--- config.mk ---
export PLATFORM = sky130hd
export DESIGN_NAME = flash_cmd_decoder
export DESIGN_NICKNAME = d
export VERILOG_FILES = /design/src/rtl/fcd_pkg.sv /design/src/rtl/fcd_match.sv /design/src/rtl/fcd_seq.sv /design/src/rtl/fcd_id_rom.sv /design/src/rtl/flash_cmd_decoder.sv
export SDC_FILE = /design/constraint.sdc
export NUM_CORES = 1
export LEC_CHECK = 0
export CORE_MARGIN = 3
export CORE_UTILIZATION = 37
export CTS_BUF_LIST = sky130_fd_sc_hd__clkbuf_16
export CTS_CLUSTER_SIZE = 28
export DETAILED_ROUTE_END_ITERATION = 8
export GPL_ROUTABILITY_DRIVEN = 0
export PLACE_DENSITY_LB_ADDON = 0.2
export REMOVE_ABC_BUFFERS = 1
export SLEW_MARGIN = 20
export SYNTH_ARGS = -nofsm -noshare
export SYNTH_HDL_FRONTEND = slang
export SYNTH_HIERARCHICAL = 1
export SYNTH_SLANG_ARGS = --single-unit
export TNS_END_PERCENT = 30
--- constraint.sdc ---
create_clock -name clk -period 1.7 [get_ports clk]
set_input_delay 0.425 -clock clk [delete_from_list [all_inputs] [get_ports clk]]
set_output_delay 0.425 -clock clk [all_outputs]
set_load 0.02 [all_outputs]
--- src/rtl/fcd_pkg.sv ---
package fcd_pkg;
   typedef enum logic [1:0] {
      OP_PROG  = 2'd0,
      OP_SECT  = 2'd1,
      OP_BLOCK = 2'd2,
      OP_BANK  = 2'd3
   } fcd_op_e;

   typedef enum logic [2:0] {
      ST_IDLE,
      ST_UNL1,
      ST_UNL2,
      ST_PGM,
      ST_ER3,
      ST_ER4,
      ST_ER5
   } fcd_state_e;
endpackage

--- src/rtl/fcd_match.sv ---
// Compares one write cycle against a fixed address and, optionally, a data byte.
module fcd_match #(
   parameter int          CMP_W    = 15,
   parameter int          BYTE_W   = 8,
   parameter logic [31:0] EXP_ADDR = 32'h5555,
   parameter logic [7:0]  EXP_DATA = 8'hAA,
   parameter bit          USE_DATA = 1'b1
) (
   input  logic [CMP_W-1:0]  addr_i,
   input  logic [BYTE_W-1:0] byte_i,
   output logic              hit_o
);
   logic addr_ok;
   assign addr_ok = (addr_i == EXP_ADDR[CMP_W-1:0]);

   generate
      if (USE_DATA) begin : g_with_data
         assign hit_o = addr_ok && (byte_i == EXP_DATA[BYTE_W-1:0]);
      end else begin : g_addr_only
         logic unused_byte;
         assign unused_byte = ^byte_i;
         assign hit_o = addr_ok;
      end
   endgenerate
endmodule

--- src/rtl/fcd_seq.sv ---
// Sequence tracker: unlock steps, command byte, erase prefix, final cycle.
module fcd_seq
   import fcd_pkg::*;
#(
   parameter int         ADDR_W   = 19,
   parameter int         DATA_W   = 16,
   parameter int         CMP_W    = 15,
   parameter int         NBANK    = 2,
   parameter int         SECT_LSB = 10,
   parameter int         BLK_LSB  = 15,
   parameter logic [7:0] C_ID_IN  = 8'h90,
   parameter logic [7:0] C_ID_OUT = 8'hF0,
   parameter logic [7:0] C_PROG   = 8'hA0,
   parameter logic [7:0] C_ERASE  = 8'h80,
   parameter logic [7:0] C_SECT   = 8'h30,
   parameter logic [7:0] C_BLOCK  = 8'h50,
   parameter logic [7:0] C_BANK   = 8'h10
) (
   input  logic              clk,
   input  logic              rst_n,
   input  logic              stb_i,
   input  logic [ADDR_W-1:0] addr_i,
   input  logic [DATA_W-1:0] data_i,
   input  logic [NBANK-1:0]  busy_i,
   input  logic              hit_aa_i,
   input  logic              hit_55_i,
   input  logic              hit_cmd_i,
   output logic              cmd_valid_o,
   output logic [1:0]        cmd_op_o,
   output logic              cmd_bank_o,
   output logic [ADDR_W-2:0] cmd_addr_o,
   output logic [DATA_W-1:0] cmd_data_o,
   output logic              id_mode_o
);
   localparam int OFS_W    = ADDR_W - 1;
   localparam int BANK_BIT = ADDR_W - 1;

   fcd_state_e        st_q, st_d;
   logic              id_q, id_d;
   logic              fire;
   fcd_op_e           op_d;
   logic              bank_d;
   logic [OFS_W-1:0]  ofs_d;
   logic [DATA_W-1:0] dat_d;
   logic [7:0]        cbyte;
   logic              take;

   logic              vld_q;
   fcd_op_e           op_q;
   logic              bank_q;
   logic [OFS_W-1:0]  ofs_q;
   logic [DATA_W-1:0] dat_q;

   assign cbyte = data_i[7:0];
   assign take  = stb_i && !(|busy_i);

   always_comb begin
      st_d   = st_q;
      id_d   = id_q;
      fire   = 1'b0;
      op_d   = OP_PROG;
      bank_d = addr_i[BANK_BIT];
      ofs_d  = '0;
      dat_d  = '0;
      if (take) begin
         st_d = ST_IDLE;
         case (st_q)
            ST_IDLE: if (hit_aa_i) st_d = ST_UNL1;
            ST_UNL1: if (hit_55_i) st_d = ST_UNL2;
            ST_UNL2: begin
               if (hit_cmd_i) begin
                  if (cbyte == C_ID_IN)                    id_d = 1'b1;
                  else if (cbyte == C_ID_OUT)              id_d = 1'b0;
                  else if (!id_q && cbyte == C_PROG)       st_d = ST_PGM;
                  else if (!id_q && cbyte == C_ERASE)      st_d = ST_ER3;
               end
            end
            ST_PGM: begin
               fire  = 1'b1;
               op_d  = OP_PROG;
               ofs_d = addr_i[OFS_W-1:0];
               dat_d = data_i;
            end
            ST_ER3: if (hit_aa_i) st_d = ST_ER4;
            ST_ER4: if (hit_55_i) st_d = ST_ER5;
            ST_ER5: begin
               if (cbyte == C_SECT) begin
                  fire = 1'b1;
                  op_d = OP_SECT;
                  ofs_d[OFS_W-1:SECT_LSB] = addr_i[OFS_W-1:SECT_LSB];
               end else if (cbyte == C_BLOCK) begin
                  fire = 1'b1;
                  op_d = OP_BLOCK;
                  ofs_d[OFS_W-1:BLK_LSB] = addr_i[OFS_W-1:BLK_LSB];
               end else if (cbyte == C_BANK && hit_cmd_i) begin
                  fire = 1'b1;
                  op_d = OP_BANK;
               end
            end
            default: st_d = ST_IDLE;
         endcase
      end
   end

   always_ff @(posedge clk or negedge rst_n) begin
      if (!rst_n) begin
         st_q   <= ST_IDLE;
         id_q   <= 1'b0;
         vld_q  <= 1'b0;
         op_q   <= OP_PROG;
         bank_q <= 1'b0;
         ofs_q  <= '0;
         dat_q  <= '0;
      end else begin
         st_q  <= st_d;
         id_q  <= id_d;
         vld_q <= fire;
         if (fire) begin
            op_q   <= op_d;
            bank_q <= bank_d;
            ofs_q  <= ofs_d;
            dat_q  <= dat_d;
         end
      end
   end

   assign cmd_valid_o = vld_q;
   assign cmd_op_o    = op_q;
   assign cmd_bank_o  = bank_q;
   assign cmd_addr_o  = ofs_q;
   assign cmd_data_o  = dat_q;
   assign id_mode_o   = id_q;

   // a request lasts one cycle
   p_single_pulse_r2: assert property (@(posedge clk) disable iff (!rst_n)
      vld_q |=> !vld_q);
   // a request only follows a strobed write
   p_needs_strobe_r2: assert property (@(posedge clk) disable iff (!rst_n)
      vld_q |-> $past(stb_i));
   // busy freezes sequence progress and mode
   p_busy_hold_r8: assert property (@(posedge clk) disable iff (!rst_n)
      (|busy_i) |=> (st_q == $past(st_q)) && (id_q == $past(id_q)) && !vld_q);
   // cycles without a strobe change nothing
   p_quiet_hold_r12: assert property (@(posedge clk) disable iff (!rst_n)
      !stb_i |=> $stable(st_q) && $stable(id_q));
   // no operation is requested while identification mode is set
   p_id_blocks_r11: assert property (@(posedge clk) disable iff (!rst_n)
      vld_q |-> !id_q);
endmodule

--- src/rtl/fcd_id_rom.sv ---
// Identification code read port.
module fcd_id_rom #(
   parameter int           ADDR_W   = 19,
   parameter int           DATA_W   = 16,
   parameter int           CMP_W    = 15,
   parameter bit           ID_REG   = 1'b0,
   parameter logic [15:0]  MAKER_ID = 16'h0062,
   parameter logic [15:0]  DEV_ID0  = 16'h2533,
   parameter logic [15:0]  DEV_ID1  = 16'h2534
) (
   input  logic              clk,
   input  logic              rst_n,
   input  logic              id_mode_i,
   input  logic [ADDR_W-1:0] rd_addr_i,
   output logic              id_valid_o,
   output logic [DATA_W-1:0] id_data_o
);
   logic              sel;
   logic [DATA_W-1:0] code;

   assign sel  = id_mode_i && (rd_addr_i[CMP_W-1:1] == '0);
   assign code = !rd_addr_i[0]         ? DATA_W'(MAKER_ID) :
                 rd_addr_i[ADDR_W-1]   ? DATA_W'(DEV_ID1)  : DATA_W'(DEV_ID0);

   generate
      if (ID_REG) begin : g_reg
         always_ff @(posedge clk or negedge rst_n) begin
            if (!rst_n) begin
               id_valid_o <= 1'b0;
               id_data_o  <= '0;
            end else begin
               id_valid_o <= sel;
               id_data_o  <= sel ? code : '0;
            end
         end
      end else begin : g_comb
         assign id_valid_o = sel;
         assign id_data_o  = sel ? code : '0;
         // codes appear only in identification mode
         p_id_gated_r10: assert property (@(posedge clk) disable iff (!rst_n)
            id_valid_o |-> id_mode_i);
         // a silent read port drives zero data
         p_id_zero_r10: assert property (@(posedge clk) disable iff (!rst_n)
            !id_valid_o |-> (id_data_o == '0));
      end
   endgenerate
endmodule

--- src/rtl/flash_cmd_decoder.sv ---
module flash_cmd_decoder
   import fcd_pkg::*;
#(
   parameter int ADDR_W   = 19,
   parameter int DATA_W   = 16,
   parameter int CMP_W    = 15,
   parameter int NBANK    = 2,
   parameter int SECT_LSB = 10,
   parameter int BLK_LSB  = 15,
   parameter bit ID_REG   = 1'b0
) (
   input  logic              clk,
   input  logic              rst_n,
   input  logic              wr_stb,
   input  logic [18:0]       wr_addr,
   input  logic [15:0]       wr_data,
   input  logic [1:0]        busy,
   input  logic [18:0]       rd_addr,
   output logic              cmd_valid,
   output logic [1:0]        cmd_op,
   output logic              cmd_bank,
   output logic [17:0]       cmd_addr,
   output logic [15:0]       cmd_data,
   output logic              id_mode,
   output logic              id_valid,
   output logic [15:0]       id_data
);
   localparam int BYTE_W = 8;

   generate
      if (ADDR_W != 19 || DATA_W != 16 || NBANK != 2)
         $error("port widths are fixed at 19/16/2");
      if (CMP_W >= ADDR_W - 1 || CMP_W < 15)
         $error("CMP_W must cover 0x5555 and stay below the region bits");
      if (SECT_LSB >= BLK_LSB || BLK_LSB >= ADDR_W - 1)
         $error("sector field must be finer than the block field");
   endgenerate

   logic hit_aa, hit_55, hit_cmd;

   fcd_match #(.CMP_W(CMP_W), .BYTE_W(BYTE_W), .EXP_ADDR(32'h5555),
               .EXP_DATA(8'hAA), .USE_DATA(1'b1)) u_m_aa (
      .addr_i(wr_addr[CMP_W-1:0]), .byte_i(wr_data[BYTE_W-1:0]), .hit_o(hit_aa));

   fcd_match #(.CMP_W(CMP_W), .BYTE_W(BYTE_W), .EXP_ADDR(32'h2AAA),
               .EXP_DATA(8'h55), .USE_DATA(1'b1)) u_m_55 (
      .addr_i(wr_addr[CMP_W-1:0]), .byte_i(wr_data[BYTE_W-1:0]), .hit_o(hit_55));

   fcd_match #(.CMP_W(CMP_W), .BYTE_W(BYTE_W), .EXP_ADDR(32'h5555),
               .EXP_DATA(8'h00), .USE_DATA(1'b0)) u_m_cmd (
      .addr_i(wr_addr[CMP_W-1:0]), .byte_i(wr_data[BYTE_W-1:0]), .hit_o(hit_cmd));

   fcd_seq #(.ADDR_W(ADDR_W), .DATA_W(DATA_W), .CMP_W(CMP_W), .NBANK(NBANK),
             .SECT_LSB(SECT_LSB), .BLK_LSB(BLK_LSB)) u_seq (
      .clk(clk), .rst_n(rst_n), .stb_i(wr_stb), .addr_i(wr_addr), .data_i(wr_data),
      .busy_i(busy), .hit_aa_i(hit_aa), .hit_55_i(hit_55), .hit_cmd_i(hit_cmd),
      .cmd_valid_o(cmd_valid), .cmd_op_o(cmd_op), .cmd_bank_o(cmd_bank),
      .cmd_addr_o(cmd_addr), .cmd_data_o(cmd_data), .id_mode_o(id_mode));

   fcd_id_rom #(.ADDR_W(ADDR_W), .DATA_W(DATA_W), .CMP_W(CMP_W), .ID_REG(ID_REG)) u_id (
      .clk(clk), .rst_n(rst_n), .id_mode_i(id_mode), .rd_addr_i(rd_addr),
      .id_valid_o(id_valid), .id_data_o(id_data));

   // nothing is requested in the first cycle after reset release
   p_reset_quiet_r1: assert property (@(posedge clk) disable iff (!rst_n)
      $rose(rst_n) |-> !cmd_valid);
endmodule

-- Yosys cells after proc, flatten, opt, wreduce, memory -nomap -nowiden
Cells that the tools add are included.
- output and inout bits: 56
- input bits: 59
- bits in registers: 42
- muxes and demuxes: 33
- reduce and logical (&&, ||, !) cells: 14
- equal/unequal tests: 17
- operators with widths (operator ; count):
    16-bit 2-to-1 mux ; 4
    8-bit equality test, second input constant ; 5
    3-bit 2-to-1 mux ; 10
    18-bit 2-to-1 mux ; 1
    8-bit by 7-bit equality test with 1-bit output, second input constant ; 2
    8-bit one-hot mux with 2 select lines ; 1
    15-bit by 14-bit equality test with 1-bit output, second input constant ; 1
    15-bit equality test, second input constant ; 1
    3-bit one-hot mux with 5 select lines ; 1
    14-bit logical NOT ; 1
    2-bit 2-to-1 mux ; 6
    10-bit 2-to-1 mux ; 1
    3-bit equality test, second input constant ; 3
    8-bit by 5-bit equality test with 1-bit output, second input constant ; 1
    8-bit by 6-bit equality test with 1-bit output, second input constant ; 1
    1-bit logical AND ; 7
    1-bit 2-to-1 mux ; 7
    3-bit by 2-bit equality test with 1-bit output, second input constant ; 2
    5-bit 2-to-1 mux ; 1
    4-bit AND reduction ; 1
    3-bit by 1-bit equality test with 1-bit output, second input constant ; 1
    3-bit logical NOT ; 1
    1-bit logical NOT ; 2
    1-bit one-hot mux with 2 select lines ; 1
    2 further kinds ; 2

-- Depth between registers and ports, before layout
- depth in word-level cells: 8
- gate-level depth with buffers: 7
- depth with buffers taken out: 7

-- Modules after synthesis
Netlist, hierarchy kept.
- by module, submodules not included (module ; times used ; cells each ; area an instance (µm²)):
    fcd_seq ; 1 ; 198 ; 2035.7
    fcd_id_rom ; 1 ; 25 ; 193.9
    fcd_match at u_m_aa ; 1 ; 8 ; 76.3
    fcd_match at u_m_55 ; 1 ; 9 ; 75.1
    fcd_match at u_m_cmd ; 1 ; 5 ; 48.8

-- Worst setup path before layout
OpenSTA, ideal clock, no wires.
- kind: in2reg
- start point: in wr_addr[1]
- end point: reg u_seq.bank_q (netlist: u_seq/cmd_bank_o)
- library setup time: 0.128 ns
- data required time: 1.572 ns
- cell stages on the path: 6
- arrival: 2.160 ns
- slack: -0.588 ns
- cell sequence: or4b_1 -> nor4_2 -> nor4_2 -> nor3_2 -> buf_4 -> mux2_1
- word-level cells in the longest chain between the ends: 7
- ends and longest elaborated chain (what ; RTL line ; RTL):
    from (decl) ; flash_cmd_decoder.sv:15 ; input logic [18:0] wr_addr,
    15-bit equality test ; fcd_match.sv:14 ; assign addr_ok = (addr_i == EXP_ADDR[CMP_W-1:0]);
    net hit_cmd ; flash_cmd_decoder.sv:39 ; logic hit_aa, hit_55, hit_cmd;
    1-bit logical AND ; fcd_seq.sv:95 ; end else if (cbyte == C_BANK && hit_cmd_i) begin
    1-bit 2-to-1 mux ; fcd_seq.sv:95 ;
    1-bit 2-to-1 mux ; fcd_seq.sv:91 ; end else if (cbyte == C_BLOCK) begin
    1-bit 2-to-1 mux ; fcd_seq.sv:87 ; if (cbyte == C_SECT) begin
    1-bit one-hot mux with 2 select lines ; fcd_seq.sv:67 ; case (st_q)
    1-bit 2-to-1 mux ; fcd_seq.sv:65 ; if (take) begin
    to (signal assigned) ; fcd_seq.sv:120 ; bank_q <= bank_d;
    to (decl) ; fcd_seq.sv:50 ; logic bank_q;
The timed path passes the listed nets, and every way through them passes these cells.
A chain may end at the register's enable or synchronous reset.

-- Worst setup path in the final report
- start point: in wr_addr[9]
- end point: reg u_seq.st_q[0]
- word-level cells in the longest chain between the ends: 4
- elaborated cells on any way between the ends: 6
- those cells by class: 1 x eq/ne; 4 x mux; 1 x reduce/logical
- ends and longest elaborated chain (what ; RTL line ; RTL):
    15-bit equality test * ; fcd_match.sv:14 ;
    net hit_cmd ; flash_cmd_decoder.sv:39 ;
    1-bit logical AND ; fcd_match.sv:18 ; assign hit_o = addr_ok && (byte_i == EXP_DATA[BYTE_W-1:0]);
    3-bit 2-to-1 mux or 1-bit 2-to-1 mux (tied branches) ; fcd_seq.sv:84, fcd_seq.sv:68 ;
    3-bit one-hot mux with 5 select lines * ; fcd_seq.sv:67 ;
    to (signal assigned) ; fcd_seq.sv:115 ; st_q <= st_d;
    to (decl) ; fcd_seq.sv:38 ; fcd_state_e st_q, st_d;
The timed path passes the listed nets; every way through them passes the cells marked *.

==> metrics.md <==
| Metric | Value |
|---|---|
| Die Ht | `87.0 µm` |
| Core area | `6130 µm²` |
| Critical path data arrival time | `2.19 ns` |
| Vias per cell | `4.90` |
| Top_reg_cell synth | `dfrtp_1` |
| Fmax | `506 MHz` |
| Count of buffer and inverter cells on the critical path | `2` |
| Peak supply drop | `0.770 mV` |
| Design Area, Final | `4210 µm²` |
| Most common cell after layout, fill and taps aside | `buf_4` |
| Via count | `2,302` |
| Failing checks | `negative setup slack` |
| Post-Route WL | `7.31 mm` |
| Worst r2r src | `u_seq/st_q[2]` |
| Ys async rst share | `100%` |
| Layout Nets | `453` |
| Routed Antenna Nets | `0` |
| Endpoints failing setup | `52` |
| Max Slew Vio Count | `0` |
| Worst hold-check path type | `primary input to asynchronous set/reset pin` |
| First-pass GRT wire length | `11.8 mm` |
| Post-synth EDFFs | `0` |
| Placed Cells | `457` |
| Max Cap Viol | `0` |
| Final min period | `1.98 ns` |
| TritonCTS sink count | `42` |
| CP endpoint kind | `flip-flop` |
| Dpl hpwl | `5.44 mm` |
| Mapped Cells | `245` |
| Share of layout cells above drive strength 1 | `31.6%` |
| Max Clock Skew | `0.00579 ns` |
| Final period util | `116%` |
| Clk slew on worst S/H paths | `0.06 ns` |
| Critical Path Fanout Max | `2` |
| Power Density | `1160 nW/µm²` |
| DRT iter0 DRCs | `109` |
| Seq/Total Area, Yosys | `43.3%` |
| Port Buf Inserts | `104` |
| Startpoint types | `primary input` |
| Clock latency at the later pin of the worst-skew pair | `0.28 ns` |
| Count of cell types in the netlist | `45` |
| Synth Warn # | `6` |
| Non-filler cells, final | `470` |
| Initial antenna violation count | `0` |
| Critical-path cell list | `buf_6, or4b_4, nor4_4, buf_4, and3_4, nand4_1, o31ai_2, o22a_1` |
| Ant. Diodes | `0` |
| Crit path kind | `primary input to flip-flop` |
| Number of global-route vias before repair | `2,382` |
| Lkg Pwr | `2.09 nW` |
| CP max stage cell | `or4b_4` |
| Most frequent cells in the layout | `buf_4 (46), dfrtp_1 (42), nand2_1 (37)` |
| Number of buffers created by CTS | `5` |
| TritonRoute pass-1 iters | `4` |
| Worst stage delay on the critical path | `0.54 ns` |
| Seq cells post-synth | `42` |
| Worst Setup SP | `wr_addr[9]` |
| Outcome | `finished, violations left` |
| Placement Cell Area | `3830 µm²` |
| Gr usage total | `19.7%` |
| Avg Cell Area, Syn | `9.92 µm²` |
| Final Hold Fails | `0` |
| Gr ovfl total | `0` |
| Largest net degree at the start of global routing | `26` |
| Layout area overhead | `73.4%` |
| RSZ-0062 raised after global routing | `true` |
| TritonCTS clock tree | `yes` |
| Cell family with the largest share of critical-path delay | `simple AND/OR/NAND/NOR gates` |
| Drt wl/cell | `15.5 µm` |
| Final worst slack | `-0.277 ns` |
| Longest Clk Path Bufs | `2` |
| Io pins | `115` |
| CP Data Required Time | `1.91 ns` |
| Die area | `7580 µm²` |
| Mapped Area | `2430 µm²` |
| H-tree depth | `2` |
| Row count | `28` |
| Final setup TNS | `-10.22 ns` |
| Initial core utilization | `39.6%` |
| CTS root buf | `clkbuf_16` |
| Post-route DRC | `0` |
| Overall die width | `87.0 µm` |
| CTS Hold Bufs | `0` |
final timing paths:
check / end / slack, ns / depth (start not counted)
min in group clk: u_seq/cmd_addr_o[16] / 0.52 / 2
setup reg to reg: u_seq/cmd_op_o[0] / -0.02 / 5
hold / removal: u_seq/cmd_valid_o / 0.08 / 1
hold reg to reg: u_seq/cmd_addr_o[16] / 0.52 / 2
setup / recovery: u_seq/st_q[0] / -0.28 / 8
max in group asynchronous: u_seq/cmd_data_o[0] / 1.14 / 2
synth_stat cells (all sizes together) (3+ instances only):
cell type / instances / area share [%]
dfrtp: 42 / 43
nand2: 38 / 5.9
inv: 37 / 5.7
mux2i: 31 / 13
buf: 18 / 5.8
nor2: 13 / 2.0
nor4: 9 / 5.1
nand4b: 5 / 1.8
nor3: 5 / 1.4
nand4: 4 / 1.3
a21oi: 3 / 0.77
clkbuf: 3 / 0.46
mux2: 3 / 1.4
nor3b: 3 / 1.4
o2bb2ai: 3 / 1.1
sequential cells by signal (all words and copies together), names as in the netlist:
register and flops:
u_seq/cmd_addr_o 18, u_seq/cmd_data_o 16, u_seq/st_q 3, u_seq/cmd_op_o 2
u_seq/cmd_bank_o 1, u_seq/cmd_valid_o 1, u_seq/id_mode_o 1
report_power, final:
part	total [W]	switching, W	internal [W]
combinational	0.00206	0.00107	0.000987
sequential	0.00161	0.000211	0.00140
clock	0.00124	0.000394	0.000844
per-stage QoR:
stage	util [%]	power [W]	hold WS, ns	setup WS [ns]
after floorplan	-	0.00255	0.129	-2.26
after global placement	62.6	0.00372	0.390	-1.07
after detailed placement	62.6	0.00376	0.390	-1.15
after CTS	66.6	0.00501	0.0874	-0.246
after global routing	68.7	0.00520	0.103	-0.326
final	68.7	0.00491	0.0789	-0.277
layout make-up:
class	instances	area [µm²]
Clock buffer	5	125
Timing Repair Buffer	157	1490
Clock inverter	3	68.8
Sequential cell	42	1050
Tap cell	75	93.8
Inverter	37	141
Multi-Input combinational cell	151	1240
Fill cell	479	1920
kinds of logic after synthesis:
family                 count (synthesis)  share of synthesized area (%)
AO/OA/AOI/OAI                         17                           5.30
XOR/XNOR                               1                          0.361
buffers and inverters                 58                           11.9
flip-flops                            42                           43.3
multiplexers                          34                           14.2
other                                  1                          0.154
AND/OR/NAND/NOR                       92                           24.8
worst register-to-register path, stage by stage, from the launching register on:
cell and delay (ns):
dfrtp_1 0.37, and2b_4 0.28, o211ai_1 0.17, nor3_4 0.33, buf_12 0.17, mux2_4 0.30
routing by layer:
metal,global-route usage [%],vias to the layer above,wire (µm)
li1,-,1111,-
met3,3.97,9,421
met2,32.9,87,3690
met1,26.2,1095,3120
met4,4.53,0,77
met5,0,-,0
what timing repair did:
| item | CTS | global route |
|---|---|---|
| pin swaps | 22 | 7 |
| endpoints found under the setup margin | 54 | 74 |
| setup buffers | 3 | 2 |
| resized for setup | 182 | 33 |
No activity file was read; power rests on OpenSTA's default activity.
